--- src/rtl/pg_pkg.sv ---
package pg_pkg;

    typedef enum logic [1:0] {
        K_READ  = 2'd0,
        K_WRITE = 2'd1,
        K_FETCH = 2'd2,
        K_RSVD  = 2'd3
    } acc_kind_e;

    typedef enum logic [2:0] {
        C_PRIV = 3'd0,
        C_GLOB = 3'd1,
        C_SUPV = 3'd2,
        C_PRRO = 3'd3,
        C_NONE = 3'd4
    } page_cls_e;

    typedef struct packed {
        logic       cinh;
        logic       nx;
        logic [2:0] cls;
    } pte_t;

    typedef enum logic [1:0] {
        S_IDLE = 2'd0,
        S_LOOK = 2'd1,
        S_WAIT = 2'd2
    } pg_state_e;

endpackage

--- src/rtl/pg_rule.sv ---
module pg_rule
    import pg_pkg::*;
(
    input  pte_t       ent,
    input  logic [1:0] kind,
    input  logic       sup,
    output logic       fault
);
    logic cls_fault;

    always_comb begin
        case (ent.cls)
            C_PRIV, C_GLOB: cls_fault = 1'b0;
            C_SUPV:         cls_fault = !sup;
            C_PRRO:         cls_fault = (kind == K_WRITE);
            default:        cls_fault = 1'b1;
        endcase
        fault = cls_fault || ((kind == K_FETCH) && ent.nx);
    end
endmodule

--- src/rtl/pg_cache.sv ---
module pg_cache
    import pg_pkg::*;
#(
    parameter int VPN_W = 19,
    parameter int WAYS  = 8
) (
    input  logic             clk,
    input  logic             rst_n,
    input  logic             flush,
    input  logic [VPN_W-1:0] look_vpn,
    output logic             hit,
    output pte_t             hit_ent,
    input  logic             fill_en,
    input  logic [VPN_W-1:0] fill_vpn,
    input  pte_t             fill_ent
);
    localparam int IDX_W = (WAYS > 1) ? $clog2(WAYS) : 1;

    logic [WAYS-1:0]  vld;
    logic [VPN_W-1:0] tag [WAYS];
    pte_t             dat [WAYS];
    logic [WAYS-1:0]  hit_vec;
    logic [IDX_W-1:0] rr;

    for (genvar w = 0; w < WAYS; w++) begin : g_way
        assign hit_vec[w] = vld[w] && (tag[w] == look_vpn);

        always_ff @(posedge clk or negedge rst_n) begin
            if (!rst_n) begin
                vld[w] <= 1'b0;
                tag[w] <= '0;
                dat[w] <= '0;
            end else if (flush) begin
                vld[w] <= 1'b0;
            end else if (fill_en && (rr == IDX_W'(w))) begin
                vld[w] <= 1'b1;
                tag[w] <= fill_vpn;
                dat[w] <= fill_ent;
            end
        end
    end

    always_ff @(posedge clk or negedge rst_n) begin
        if (!rst_n)
            rr <= '0;
        else if (flush)
            rr <= '0;
        else if (fill_en)
            rr <= (rr == IDX_W'(WAYS - 1)) ? '0 : rr + 1'b1;
    end

    always_comb begin
        hit     = |hit_vec;
        hit_ent = '0;
        for (int w = 0; w < WAYS; w++)
            if (hit_vec[w]) hit_ent = hit_ent | dat[w];
    end


    hit_unique_chk: assert property (@(posedge clk) disable iff (!rst_n)
        $onehot0(hit_vec));


    flush_empty_chk: assert property (@(posedge clk) disable iff (!rst_n)
        flush |=> !hit);
endmodule

--- src/rtl/page_guard.sv ---
module page_guard
    import pg_pkg::*;
#(
    parameter int ADDR_W      = 32,
    parameter int PAGE_SHIFT  = 13,
    parameter int WAYS        = 8,
    parameter int ENTRY_BYTES = 1
) (
    input  logic              clk,
    input  logic              rst_n,
    input  logic              req_valid,
    output logic              req_ready,
    input  logic [ADDR_W-1:0] req_addr,
    input  logic [1:0]        req_kind,
    input  logic              req_super,
    output logic              resp_valid,
    output logic              resp_fault,
    output logic              resp_cinh,
    input  logic              root_wr,
    input  logic [ADDR_W-1:0] root_wdata,
    output logic [ADDR_W-1:0] root_cur,
    output logic [ADDR_W-1:0] root_prev,
    output logic              map_rd_req,
    output logic [ADDR_W-1:0] map_rd_addr,
    input  logic              map_rd_valid,
    input  logic [4:0]        map_rd_data
);
    localparam int VPN_W = ADDR_W - PAGE_SHIFT;

    pg_state_e        state, state_nx;
    logic [VPN_W-1:0] q_vpn;
    logic [1:0]       q_kind;
    logic             q_sup;
    logic             drop;
    logic             hit, fill_en, fault;
    pte_t             hit_ent;

    logic unused_page_offset;
    assign unused_page_offset = ^req_addr[PAGE_SHIFT-1:0];

    pg_cache #(.VPN_W(VPN_W), .WAYS(WAYS)) u_cache (
        .clk      (clk),
        .rst_n    (rst_n),
        .flush    (root_wr),
        .look_vpn (q_vpn),
        .hit      (hit),
        .hit_ent  (hit_ent),
        .fill_en  (fill_en),
        .fill_vpn (q_vpn),
        .fill_ent (pte_t'(map_rd_data))
    );

    pg_rule u_rule (
        .ent   (hit_ent),
        .kind  (q_kind),
        .sup   (q_sup),
        .fault (fault)
    );

    // state register
    always_ff @(posedge clk or negedge rst_n) begin
        if (!rst_n) state <= S_IDLE;
        else        state <= state_nx;
    end

    always_comb begin
        state_nx = state;
        unique case (state)
            S_IDLE:  if (req_valid)    state_nx = S_LOOK;
            S_LOOK:  state_nx = hit ? S_IDLE : S_WAIT;
            S_WAIT:  if (map_rd_valid) state_nx = S_LOOK;
            default: state_nx = S_IDLE;
        endcase
    end

    // outputs
    always_comb begin
        req_ready  = (state == S_IDLE);
        resp_valid = (state == S_LOOK) && hit;
        map_rd_req = (state == S_LOOK) && !hit;
        fill_en    = (state == S_WAIT) && map_rd_valid && !drop && !root_wr;
        resp_fault = fault;
        resp_cinh  = hit_ent.cinh;
        map_rd_addr = root_cur + ADDR_W'(q_vpn) * ADDR_W'(ENTRY_BYTES);
    end

    // request capture, root registers, stale-fill guard
    always_ff @(posedge clk or negedge rst_n) begin
        if (!rst_n) begin
            q_vpn     <= '0;
            q_kind    <= K_READ;
            q_sup     <= 1'b0;
            root_cur  <= '0;
            root_prev <= '0;
            drop      <= 1'b0;
        end else begin
            if (state == S_IDLE && req_valid) begin
                q_vpn  <= req_addr[ADDR_W-1:PAGE_SHIFT];
                q_kind <= req_kind;
                q_sup  <= req_super;
            end
            if (root_wr) begin
                root_prev <= root_cur;
                root_cur  <= root_wdata;
            end
            if (state == S_WAIT && map_rd_valid)
                drop <= 1'b0;
            else if (root_wr && (state == S_WAIT || map_rd_req))
                drop <= 1'b1;
        end
    end


    prev_root_chk: assert property (@(posedge clk) disable iff (!rst_n)
        root_wr |=> (root_prev == $past(root_cur)));


    stall_chk: assert property (@(posedge clk) disable iff (!rst_n)
        map_rd_req |=> !req_ready);


    ro_write_chk: assert property (@(posedge clk) disable iff (!rst_n)
        (resp_valid && q_kind == K_WRITE && hit_ent.cls == C_PRRO) |-> resp_fault);


    nx_fetch_chk: assert property (@(posedge clk) disable iff (!rst_n)
        (resp_valid && q_kind == K_FETCH && hit_ent.nx) |-> resp_fault);


    invalid_cls_chk: assert property (@(posedge clk) disable iff (!rst_n)
        (resp_valid && hit_ent.cls >= 3'd4) |-> resp_fault);
endmodule

--- config.mk ---
export PLATFORM = sky130hd
export DESIGN_NAME = page_guard
export DESIGN_NICKNAME = d
export VERILOG_FILES = /design/src/rtl/pg_pkg.sv /design/src/rtl/pg_rule.sv /design/src/rtl/pg_cache.sv /design/src/rtl/page_guard.sv
export SDC_FILE = /design/constraint.sdc
export NUM_CORES = 1
export LEC_CHECK = 0
export BUFFER_PORTS_ARGS = -buffer_cell sky130_fd_sc_hd__buf_2
export CORE_ASPECT_RATIO = 0.6
export CORE_MARGIN = 2
export CORE_UTILIZATION = 55
export CTS_CLUSTER_SIZE = 14
export DETAILED_ROUTE_END_ITERATION = 6
export GPL_TIMING_DRIVEN = 1
export HOLD_SLACK_MARGIN = 0.12
export PLACE_DENSITY_LB_ADDON = 0.3
export SKIP_CTS_REPAIR_TIMING = 1
export SYNTH_ARGS = -nofsm -noshare
export SYNTH_HDL_FRONTEND = slang
export SYNTH_SLANG_ARGS = --single-unit
export TNS_END_PERCENT = 100
--- constraint.sdc ---
create_clock -name clk -period 6 [get_ports clk]
set_input_delay 1.5 -clock clk [delete_from_list [all_inputs] [get_ports clk]]
set_output_delay 1.5 -clock clk [all_outputs]
set_load 0.03 [all_outputs]
==> results of run 1 <==
[synth_stat cells, types with 3 or more instances]
cell / count / area, µm²
nand2_1: 32 / 120
nor4_1: 43 / 269
nor2_1: 22 / 82.6
nand3_4: 3 / 52.6
a31oi_1: 4 / 25.0
nor4b_1: 14 / 123
o2111ai_1: 3 / 26.3
ha_1: 25 / 313
nor3_1: 9 / 45.0
o211ai_1: 3 / 22.5
buf_4: 5 / 37.5
xnor2_1: 83 / 727
buf_6: 23 / 259
and2_1: 3 / 18.8
and3_1: 6 / 37.5
a21oi_1: 22 / 110
mux2_2: 214 / 2410
and3_2: 3 / 22.5
nand3_1: 21 / 105
nor3_2: 3 / 30.0
nand4_1: 27 / 169
a22o_1: 4 / 35.0
buf_2: 23 / 115
dfrtp_1: 292 / 7310
a21o_1: 10 / 75.1
mux2_4: 53 / 796
o22ai_1: 4 / 25.0
buf_12: 6 / 120
a221oi_1: 4 / 35.0
inv_1: 21 / 78.8
xor2_1: 97 / 850
o21ai_0: 31 / 155
clkbuf_1: 12 / 45.0
a22oi_1: 8 / 60.1
nand2b_1: 7 / 43.8
[area by class of cell]
cell class,count,area share [%]
clock buffers,43,5.10
clock inverters,9,0.483
inverters,22,0.490
multi-input cells,784,41.8
flip-flops and latches,292,43.4
well taps,360,2.67
repair buffers,189,6.12
[metal layers]
| metal | vias up | track usage, % | routed length (µm) |
|---|---|---|---|
| li1 | 4471 | - | - |
| met1 | 4997 | 39.6 | 18000 |
| met2 | 243 | 34.6 | 14400 |
| met3 | 42 | 6.64 | 2530 |
| met4 | 0 | 4.79 | 608 |
| met5 | - | 0 | 0 |
[cells by family after synthesis]
| family | synth area share [%] |
|---|---|
| multiplexers | 21.6 |
| adder cells (fa/ha/maj) | 2.22 |
| flip-flops | 48.7 |
| AND/OR/NAND/NOR | 8.13 |
| XOR/XNOR | 10.5 |
| buffers and inverters | 4.43 |
| AO/OA/AOI/OAI | 4.44 |
[stage by stage]
step	instances	hold slack, ns
global route	1699	0.513
detailed placement	1647	0.489
finish	1699	0.502
floorplan	1168	0.467
global placement	1647	0.483
CTS	1699	0.502
[worst min-delay path by stage]
stage	from	end	slack, ns	cells after the start
CTS	root_prev[20]$_DFFE_PN0P_	root_prev[20]$_DFFE_PN0P_	0.50	1
detailed placement	root_prev[20]$_DFFE_PN0P_	root_prev[20]$_DFFE_PN0P_	0.49	1
finish	root_prev[30]$_DFFE_PN0P_	root_prev[30]$_DFFE_PN0P_	0.50	1
global route	root_prev[20]$_DFFE_PN0P_	root_prev[20]$_DFFE_PN0P_	0.51	1
floorplan	u_cache.tag[58]$_DFFE_PN0P_	u_cache.tag[58]$_DFFE_PN0P_	0.47	2
global placement	u_cache.tag[1]$_DFFE_PN0P_	u_cache.tag[1]$_DFFE_PN0P_	0.48	2
[flip-flops by register name, summed over array words and instances (netlist names)]
name,cells
root_cur,32
root_prev,32
u_cache.vld,8
drop,1
u_cache.rr,3
q_vpn,19
state,2
q_sup,1
u_cache.tag,152
u_cache.dat,40
q_kind,2
[power breakdown]
| group | internal, mW | leakage [nW] | switching, mW |
|---|---|---|---|
| Sequential | 2.22 | 3.84 | 0.497 |
| Clock | 1.03 | 0.470 | 0.764 |
| Combinational | 1.16 | 3.66 | 1.85 |
| Total | 4.41 | 7.97 | 3.11 |
==> metrics.md, run 1 <==
| Metric | Value |
|---|---|
| Run status | `complete, no violations` |
| Final WS setup | `0.380 ns` |
| Hold Violations, Final | `0` |
| Pwr Density | `446 nW/µm²` |
| Clk_lat worst skew | `0.56 ns` |
| Levels on crit path | `12` |
| CTS tree | `yes` |
| Most used cell, CP | `a21oi_1` |
| CP max stage delay | `0.56 ns` |
| Post-Place Setup Slack | `1.04 ns` |
| GRT overflow | `0` |
| Final Cycle Share | `93.7%` |
| CTS buffer count | `28` |
| Std cell rows | `46` |
| Worst setup path startpoint | `root_cur[0]$_DFFE_PN0P_` |
| Initial antenna violation count | `0` |
| Finished layout cell area | `16800 µm²` |
| First-pass GRT wire length | `56100 µm` |
| CTS H-tree lvls | `1` |
| YS warnings | `0` |
| Cells on worst reg2reg path | `10` |
| RSZ-0062 raised after global routing | `false` |
| Yosys reg bits | `292` |
| Total GRT Usage | `25.1%` |
| Arrival @ worst endpoint | `4.12 ns` |
| Period minus WS final | `5.62 ns` |
| Crit start category | `register` |
| Routability Congestion | `0.847` |
| CP max FO | `6` |
| Number of diodes | `0` |
| Peak Freq | `0.178 GHz` |
| Number of I/O port buffers | `164` |
| HP Class | `register to register` |
| PnR Total Power | `7.52 mW` |
| Final Max Tran Viols | `0` |
| Crit path to | `map_rd_addr[26]` |
| Slew headroom | `28.1%` |
| Drt wl/cell | `21.0 µm` |
| Vias in the first global route | `9591` |
| Hpwl dp | `24600 µm` |
| Initial drt markers | `688` |
| Total Routed Length | `35600 µm` |
| Worst r2r src | `q_vpn[5]$_DFFE_PN0P_` |
| Worst IR Drop VDD | `0.000323 V` |
| Post-synth top flop | `dfrtp_1` |
| Multi-input logic area | `7030 µm²` |
| Synth Instances | `1168` |
| Area of the die | `28700 µm²` |
| Critical path buffers and inverters | `2` |
| Avg Cell Area, Syn | `12.8 µm²` |
| Sink Count | `292` |
| Critical setup path kind | `register to primary output` |
| Initial Utilization | `56.4%` |
| EDFF count, synth | `0` |
| Post-synthesis async set-or-reset flop share | `100%` |
| Area growth from synthesis to layout | `12.3%` |
| R2R Setup Slk | `2.89 ns` |
| Remaining antenna violation count after routing | `0` |
| Dpl cell area | `15900 µm²` |
| Leakage | `7.97 nW` |
| Nets | `1420` |
| CTS clk-pin slew, worst paths | `0.06 ns` |
| DRT Pass-1 Iters | `5` |
| Largest net degree at the start of global routing | `124` |
| Post-synth net total | `1271` |
| Util after Layout | `63.3%` |
| Total number of vias | `9753` |
| Max-Cap Viols | `0` |
| DRC errors left | `0` |
| DIE WIDTH | `217 µm` |
| Post-synth cell types | `57` |
| Most common cell after layout, fill and taps aside | `dfrtp_1` |
| Mapped cell area | `15000 µm²` |
| Fin Setup TNS | `0 ns` |
| Most frequent cells in the layout | `292 x dfrtp_1, 214 x mux2_2, 163 x buf_2` |
| Maximum clock path buffer count | `3` |
| Core ar. | `26600 µm²` |
| Post-route clock skew | `0.0130 ns` |
| CP max stage cell | `a31oi_1` |
| Crit path required time | `4.50 ns` |
| Fill count | `2095` |
| Final setup fails | `0` |
| Worst r2r dst | `drop$_DFFE_PN0P_` |
| Slew at the pin closest to its max-slew limit | `1.08 ns` |
| Die height | `132 µm` |
| Critical path, cell by cell | `ha_1, inv_1, fa_1, nand2b_1, a21oi_1, o211ai_1, a21oi_1, o2111ai_1, a31oi_1, nand3_1, xnor2_1, buf_2` |
| CTS root buffer | `clkbuf_16` |
| Io pins | `178` |
| Share of layout cells above drive strength 1 | `38.8%` |
| Vias per std cell | `5.74` |
| Post-synthesis sequential area ratio | `48.7%` |
| Storage cell area | `7310 µm²` |
| Worst setup EP type | `primary output` |
| Crit path max-delay family | `compound AO/OA/AOI/OAI gates` |
Power figures use the tool's default switching activity.
==> run 2: changes to the inputs <==
--- a/config.mk
+++ b/config.mk
@@ -6,7 +6,7 @@
 export NUM_CORES = 1
 export LEC_CHECK = 0
 export BUFFER_PORTS_ARGS = -buffer_cell sky130_fd_sc_hd__buf_2
-export CORE_ASPECT_RATIO = 0.6
+export CORE_ASPECT_RATIO = 0.7
 export CORE_MARGIN = 2
 export CORE_UTILIZATION = 55
 export CTS_CLUSTER_SIZE = 14
==> constraint.sdc (replaced) <==
create_clock -name clk -period 6 [get_ports clk]
set_input_delay 1.5 -clock clk [delete_from_list [all_inputs] [get_ports clk]]
set_output_delay 1.5 -clock clk [all_outputs]
set_load 0.05 [all_outputs]
==> run 2 against run 1 <==
  * Core utilization shrank 0.77 points
  * Cell count grew 0.12%
  * First-iteration DRC count fell by 11%
==> metrics.md, run 2 (same netlist as run 1, synthesis figures left out) <==
| Metric | Value |
|---|---|
| Crit start category | `register` |
| Fill count | `2134` |
| Pwr Density | `463 nW/µm²` |
| CTS root buffer | `clkbuf_16` |
| Most frequent cells in the layout | `292 x dfrtp_1, 214 x mux2_2, 163 x buf_2` |
| Slew at the pin closest to its max-slew limit | `1.02 ns` |
| Area growth from synthesis to layout | `11.7%` |
| Total number of vias | `9724` |
| CTS buffer count | `28` |
| Number of diodes | `0` |
| Cells on worst reg2reg path | `8` |
| Initial drt markers | `612` |
| Worst setup EP type | `primary output` |
| Arrival @ worst endpoint | `4.07 ns` |
| Top Registers | `u_cache.tag (152), u_cache.dat (40)` |
| Worst setup path startpoint | `root_cur[0]$_DFFE_PN0P_` |
| Area of the die | `28600 µm²` |
| Io pins | `178` |
| Vias in the first global route | `9646` |
| Critical path, cell by cell | `ha_1, inv_1, fa_1, nand2b_1, a21oi_1, o211ai_1, a21oi_1, o2111ai_1, a31oi_1, nand3_1, xnor2_1, buf_2` |
| Peak Freq | `0.180 GHz` |
| Core ar. | `26800 µm²` |
| First-pass GRT wire length | `54400 µm` |
| Clk_lat worst skew | `0.55 ns` |
| CTS tree | `yes` |
| Max reg flops | `152` |
| Sink Count | `292` |
| Leakage | `7.92 nW` |
| DRC errors left | `0` |
| Vias per std cell | `5.72` |
| Util after Layout | `62.6%` |
| Storage cell area | `7310 µm²` |
| Levels on crit path | `12` |
| Std cell rows | `50` |
| Multi-input logic area | `7030 µm²` |
| CTS H-tree lvls | `1` |
| Crit path max-delay family | `compound AO/OA/AOI/OAI gates` |
| CP max FO | `6` |
| Crit path required time | `4.50 ns` |
| Final Cycle Share | `92.8%` |
| Share of layout cells above drive strength 1 | `38.4%` |
| Met3 Wirelength | `1690 µm` |
| Initial Utilization | `56.0%` |
| Run status | `complete, no violations` |
| Total Routed Length | `34400 µm` |
| HP Class | `register to register` |
| CP max stage cell | `a31oi_1` |
| Most used cell, CP | `a21oi_1` |
| DIE WIDTH | `201 µm` |
| R2R Setup Slk | `2.82 ns` |
| Final Max Tran Viols | `0` |
| Max-Cap Viols | `0` |
| Biggest register | `u_cache.tag` |
| Critical setup path kind | `register to primary output` |
| Post-route clock skew | `0.00881 ns` |
| Worst IR Drop VDD | `0.000343 V` |
| Crit path to | `map_rd_addr[28]` |
| Period minus WS final | `5.57 ns` |
| Routability Congestion | `0.874` |
| Hpwl dp | `23600 µm` |
| Max layer used | `met5` |
| Remaining antenna violation count after routing | `0` |
| CP max stage delay | `0.54 ns` |
| Maximum clock path buffer count | `3` |
| Die height | `142 µm` |
| Slew headroom | `32.1%` |
| Nets | `1419` |
| CTS clk-pin slew, worst paths | `0.06 ns` |
| Hold Violations, Final | `0` |
| DRT Pass-1 Iters | `5` |
| Number of I/O port buffers | `164` |
| Largest net degree at the start of global routing | `123` |
| Layout Cells excl Fill | `1701` |
| RSZ-0062 raised after global routing | `false` |
| Drt wl/cell | `20.2 µm` |
| Fin Setup TNS | `0 ns` |
| Final setup fails | `0` |
| Initial antenna violation count | `1` |
| Worst r2r src | `q_vpn[7]$_DFFE_PN0P_` |
| Met2 WL post-DR | `14800 µm` |
| Critical path buffers and inverters | `2` |
| Most common cell after layout, fill and taps aside | `dfrtp_1` |
| GRT overflow | `0` |
| Worst r2r dst | `state[1]$_DFFE_PN0P_` |
| Placed insts | `1650` |
| Metal1 wirelength | `17300 µm` |
| Total GRT Usage | `24.2%` |
[run 2: cell type report]
type / count / area share (%)
Sequential cell: 292 / 43.6
Multi-Input combinational cell: 784 / 42.0
Timing Repair Buffer: 188 / 6.03
Clock buffer: 41 / 4.72
Tap cell: 364 / 2.72
Inverter: 22 / 0.493
Clock inverter: 10 / 0.448
[run 2: per-layer routing]
metal | vias to the layer above | track usage [%]
li1 | 4479 | -
met2 | 241 | 36.4
met5 | - | 0
met4 | 2 | 4.57
met1 | 4948 | 37.1
met3 | 54 | 4.05
[run 2: power by group]
group	total, mW	internal (mW)	switching (mW)	leakage, nW
logic	3.39	1.17	2.22	3.65
clock network	1.70	0.954	0.745	0.433
registers	2.67	2.22	0.449	3.84
[run 2: metrics by stage]
step,power (mW),hold WS [ns],area (µm²),setup WS [ns]
6_report,7.76,0.500,16800,0.430
2_1_floorplan,5.23,0.467,15000,1.01
3_3_place_gp,6.00,0.483,15900,1.15
4_1_cts,7.78,0.504,16800,0.457
3_5_place_dp,6.07,0.490,15900,1.10
5_1_grt,8.13,0.507,16800,0.105
[run 2: worst reg2reg max path: cells and delay by family, from the launching register on]
kind                      cells  cell delay (ns)
DFF                           1             1.01
xor gates and xnor gates      1             0.21
AOI/OAI and AO/OA             1             0.19
and+or+nand+nor               6             1.67
[run 2: worst min path at each step]
stage	start	endpoint	slack, ns	cells after the start
2_1_floorplan	u_cache.tag[58]$_DFFE_PN0P_	u_cache.tag[58]$_DFFE_PN0P_	0.47	2
3_3_place_gp	u_cache.tag[58]$_DFFE_PN0P_	u_cache.tag[58]$_DFFE_PN0P_	0.48	2
3_5_place_dp	root_prev[31]$_DFFE_PN0P_	root_prev[31]$_DFFE_PN0P_	0.49	1
4_1_cts	root_prev[31]$_DFFE_PN0P_	root_prev[31]$_DFFE_PN0P_	0.50	1
5_1_grt	root_prev[31]$_DFFE_PN0P_	root_prev[31]$_DFFE_PN0P_	0.51	1
6_report	root_prev[6]$_DFFE_PN0P_	root_prev[6]$_DFFE_PN0P_	0.50	1
==> run 3: changes to the inputs <==
--- a/config.mk
+++ b/config.mk
@@ -8,7 +8,7 @@
 export BUFFER_PORTS_ARGS = -buffer_cell sky130_fd_sc_hd__buf_2
 export CORE_ASPECT_RATIO = 0.7
 export CORE_MARGIN = 2
-export CORE_UTILIZATION = 55
+export CORE_UTILIZATION = 30
 export CTS_CLUSTER_SIZE = 14
 export DETAILED_ROUTE_END_ITERATION = 6
 export GPL_TIMING_DRIVEN = 1
==> run 3 against run 2 <==
  * Clock skew rose by 0.017 ns
  * Design area rose by 3.4%
  * Global-route usage fell by 9.4 points
  * Sequential share of layout area fell by 1.4 points
  * Non-clock buffer count rose by 8
  * Combinational power rose by 2%
  * Core utilization fell by 27 points
  * Register-to-register slack improved by 0.09 ns
  * Worst setup slack got worse by 0.10 ns
  * Worst hold slack barely moved
  * Fmax fell by 1.8%
  * Sequential power barely moved
  * Critical endpoint is now map_rd_addr[24]
  * Highest routed layer is now met4
==> metrics.md, run 3 (same netlist as run 1, synthesis figures left out) <==
| Metric | Value |
|---|---|
| Layout Cells excl Fill | `2013` |
| Fill count | `4925` |
| Most used cell, CP | `a21oi_1` |
| Max-Cap Viols | `0` |
| Slew at the pin closest to its max-slew limit | `1.05 ns` |
| Crit path required time | `4.50 ns` |
| Clk_lat worst skew | `0.58 ns` |
| Hpwl dp | `26500 µm` |
| Nets | `1429` |
| DRT Pass-1 Iters | `5` |
| Initial drt markers | `670` |
| Vias per std cell | `4.83` |
| Max reg flops | `152` |
| Area growth from synthesis to layout | `15.5%` |
| Largest net degree at the start of global routing | `127` |
| Top Registers | `u_cache.tag (152), u_cache.dat (40)` |
| Number of I/O port buffers | `164` |
| CTS H-tree lvls | `1` |
| First-pass GRT wire length | `59500 µm` |
| GRT overflow | `0` |
| DRC errors left | `0` |
| CTS tree | `yes` |
| CTS buffer count | `30` |
| Worst IR Drop VDD | `0.000218 V` |
| Final setup fails | `0` |
| Total GRT Usage | `14.8%` |
| Final Max Tran Viols | `0` |
| Peak Freq | `0.176 GHz` |
| WHS | `0.500 ns` |
| Area of the die | `51800 µm²` |
| Biggest register | `u_cache.tag` |
| Io pins | `178` |
| Period minus WS final | `5.67 ns` |
| Dpl cell area | `16300 µm²` |
| CP max FO | `6` |
| Worst setup EP type | `primary output` |
| Pwr Density | `464 nW/µm²` |
| Crit start category | `register` |
| Die height | `191 µm` |
| Finished layout cell area | `17300 µm²` |
| Critical path, cell by cell | `ha_1, inv_1, fa_1, nand2b_1, a21oi_1, o211ai_1, a21oi_1, o2111ai_1, a31oi_1, nand3_1, xnor2_1, buf_2` |
| HP Class | `register to register` |
| Total Routed Length | `38300 µm` |
| Remaining antenna violation count after routing | `0` |
| Core ar. | `49300 µm²` |
| Initial Utilization | `30.4%` |
| CTS root buffer | `clkbuf_16` |
| Arrival @ worst endpoint | `4.17 ns` |
| Post-route clock skew | `0.0255 ns` |
| Maximum clock path buffer count | `3` |
| CP max stage cell | `a31oi_1` |
| Drt wl/cell | `19.0 µm` |
| Sink Count | `292` |
| Fin Setup TNS | `0 ns` |
| Hold Violations, Final | `0` |
| Util after Layout | `35.1%` |
| RSZ-0062 raised after global routing | `false` |
| Final Cycle Share | `94.6%` |
| Slew headroom | `30.2%` |
| Leakage | `8.03 nW` |
| Total number of vias | `9714` |
| Vias in the first global route | `9607` |
| Most frequent cells in the layout | `292 x dfrtp_1, 214 x mux2_2, 163 x buf_2` |
| Placed insts | `1959` |
| Critical path buffers and inverters | `2` |
| Routability Congestion | `0.838` |
| Run status | `complete, no violations` |
| CTS clk-pin slew, worst paths | `0.06 ns` |
| DIE WIDTH | `271 µm` |
| Crit path max-delay family | `compound AO/OA/AOI/OAI gates` |
| Critical setup path kind | `register to primary output` |
| CP max stage delay | `0.56 ns` |
| Initial antenna violation count | `0` |
| Std cell rows | `68` |
| Most common cell after layout, fill and taps aside | `dfrtp_1` |
| Share of layout cells above drive strength 1 | `39.3%` |
## run 3: changes by cell type in the layout (fill, tap and decap cells not counted), sizes merged
cell / delta
diode: +1
clkinvlp: +1
clkinv: +2
bufinv: +2
clkbuf: -3
buf: +8
## run 3: final cells by class
type | count | area, µm² | share of cell area, %
multi-input combinational | 784 | 7030 | 40.6
antenna | 1 | 2.50 | 0.0144
clock buffer | 38 | 821 | 4.74
inverter | 22 | 82.6 | 0.477
clock inverter | 15 | 164 | 0.946
tap | 665 | 832 | 4.80
sequential | 292 | 7310 | 42.2
timing repair buffer | 196 | 1080 | 6.25
## run 3: final timing paths
kind                                           startpoint                        end  slack [ns]  cells past startpoint
worst max-delay path              root_cur[0]$_DFFE_PN0P_            map_rd_addr[24]        0.33                     12
max in group asynchronous                           rst_n   root_prev[3]$_DFFE_PN0P_        3.75                      2
worst min register to register  root_prev[21]$_DFFE_PN0P_  root_prev[21]$_DFFE_PN0P_        0.50                      1
worst max register to register      q_vpn[13]$_DFFE_PN0P_       state[1]$_DFFE_PN0P_        2.91                      8
worst min-delay path            root_prev[21]$_DFFE_PN0P_  root_prev[21]$_DFFE_PN0P_        0.50                      1
min in group asynchronous                           rst_n   root_cur[20]$_DFFE_PN0P_        0.98                      1
## run 3: power breakdown
| part | switching (mW) | internal, mW | total, mW |
|---|---|---|---|
| logic | 2.26 | 1.20 | 3.46 |
| registers | 0.457 | 2.22 | 2.68 |
| clock network | 0.812 | 1.09 | 1.90 |
## run 3: metal layers
metal	share of wire (%)	GRT usage [%]	wire (µm)	up-vias
met3	5.1	2.71	1950	42
met5	0	0	0	-
met2	42	20.8	15900	179
li1	-	-	-	4478
met4	1.5	2.83	556	0
met1	52	23.2	19900	5015
## run 3: worst reg2reg max path: cells and delay by family (launching register included)
kind | cells | cell delay, ns
flops | 1 | 1.02
xor+xnor | 1 | 0.20
simple gates | 6 | 1.58
compound gates | 1 | 0.19
## run 3: through the flow
step	setup WS [ns]	total power, mW
detailed placement	1.04	6.19
CTS	0.409	8.13
finish	0.327	8.05
global route	0.0642	8.49
global placement	1.04	6.15
floorplan	1.01	5.23
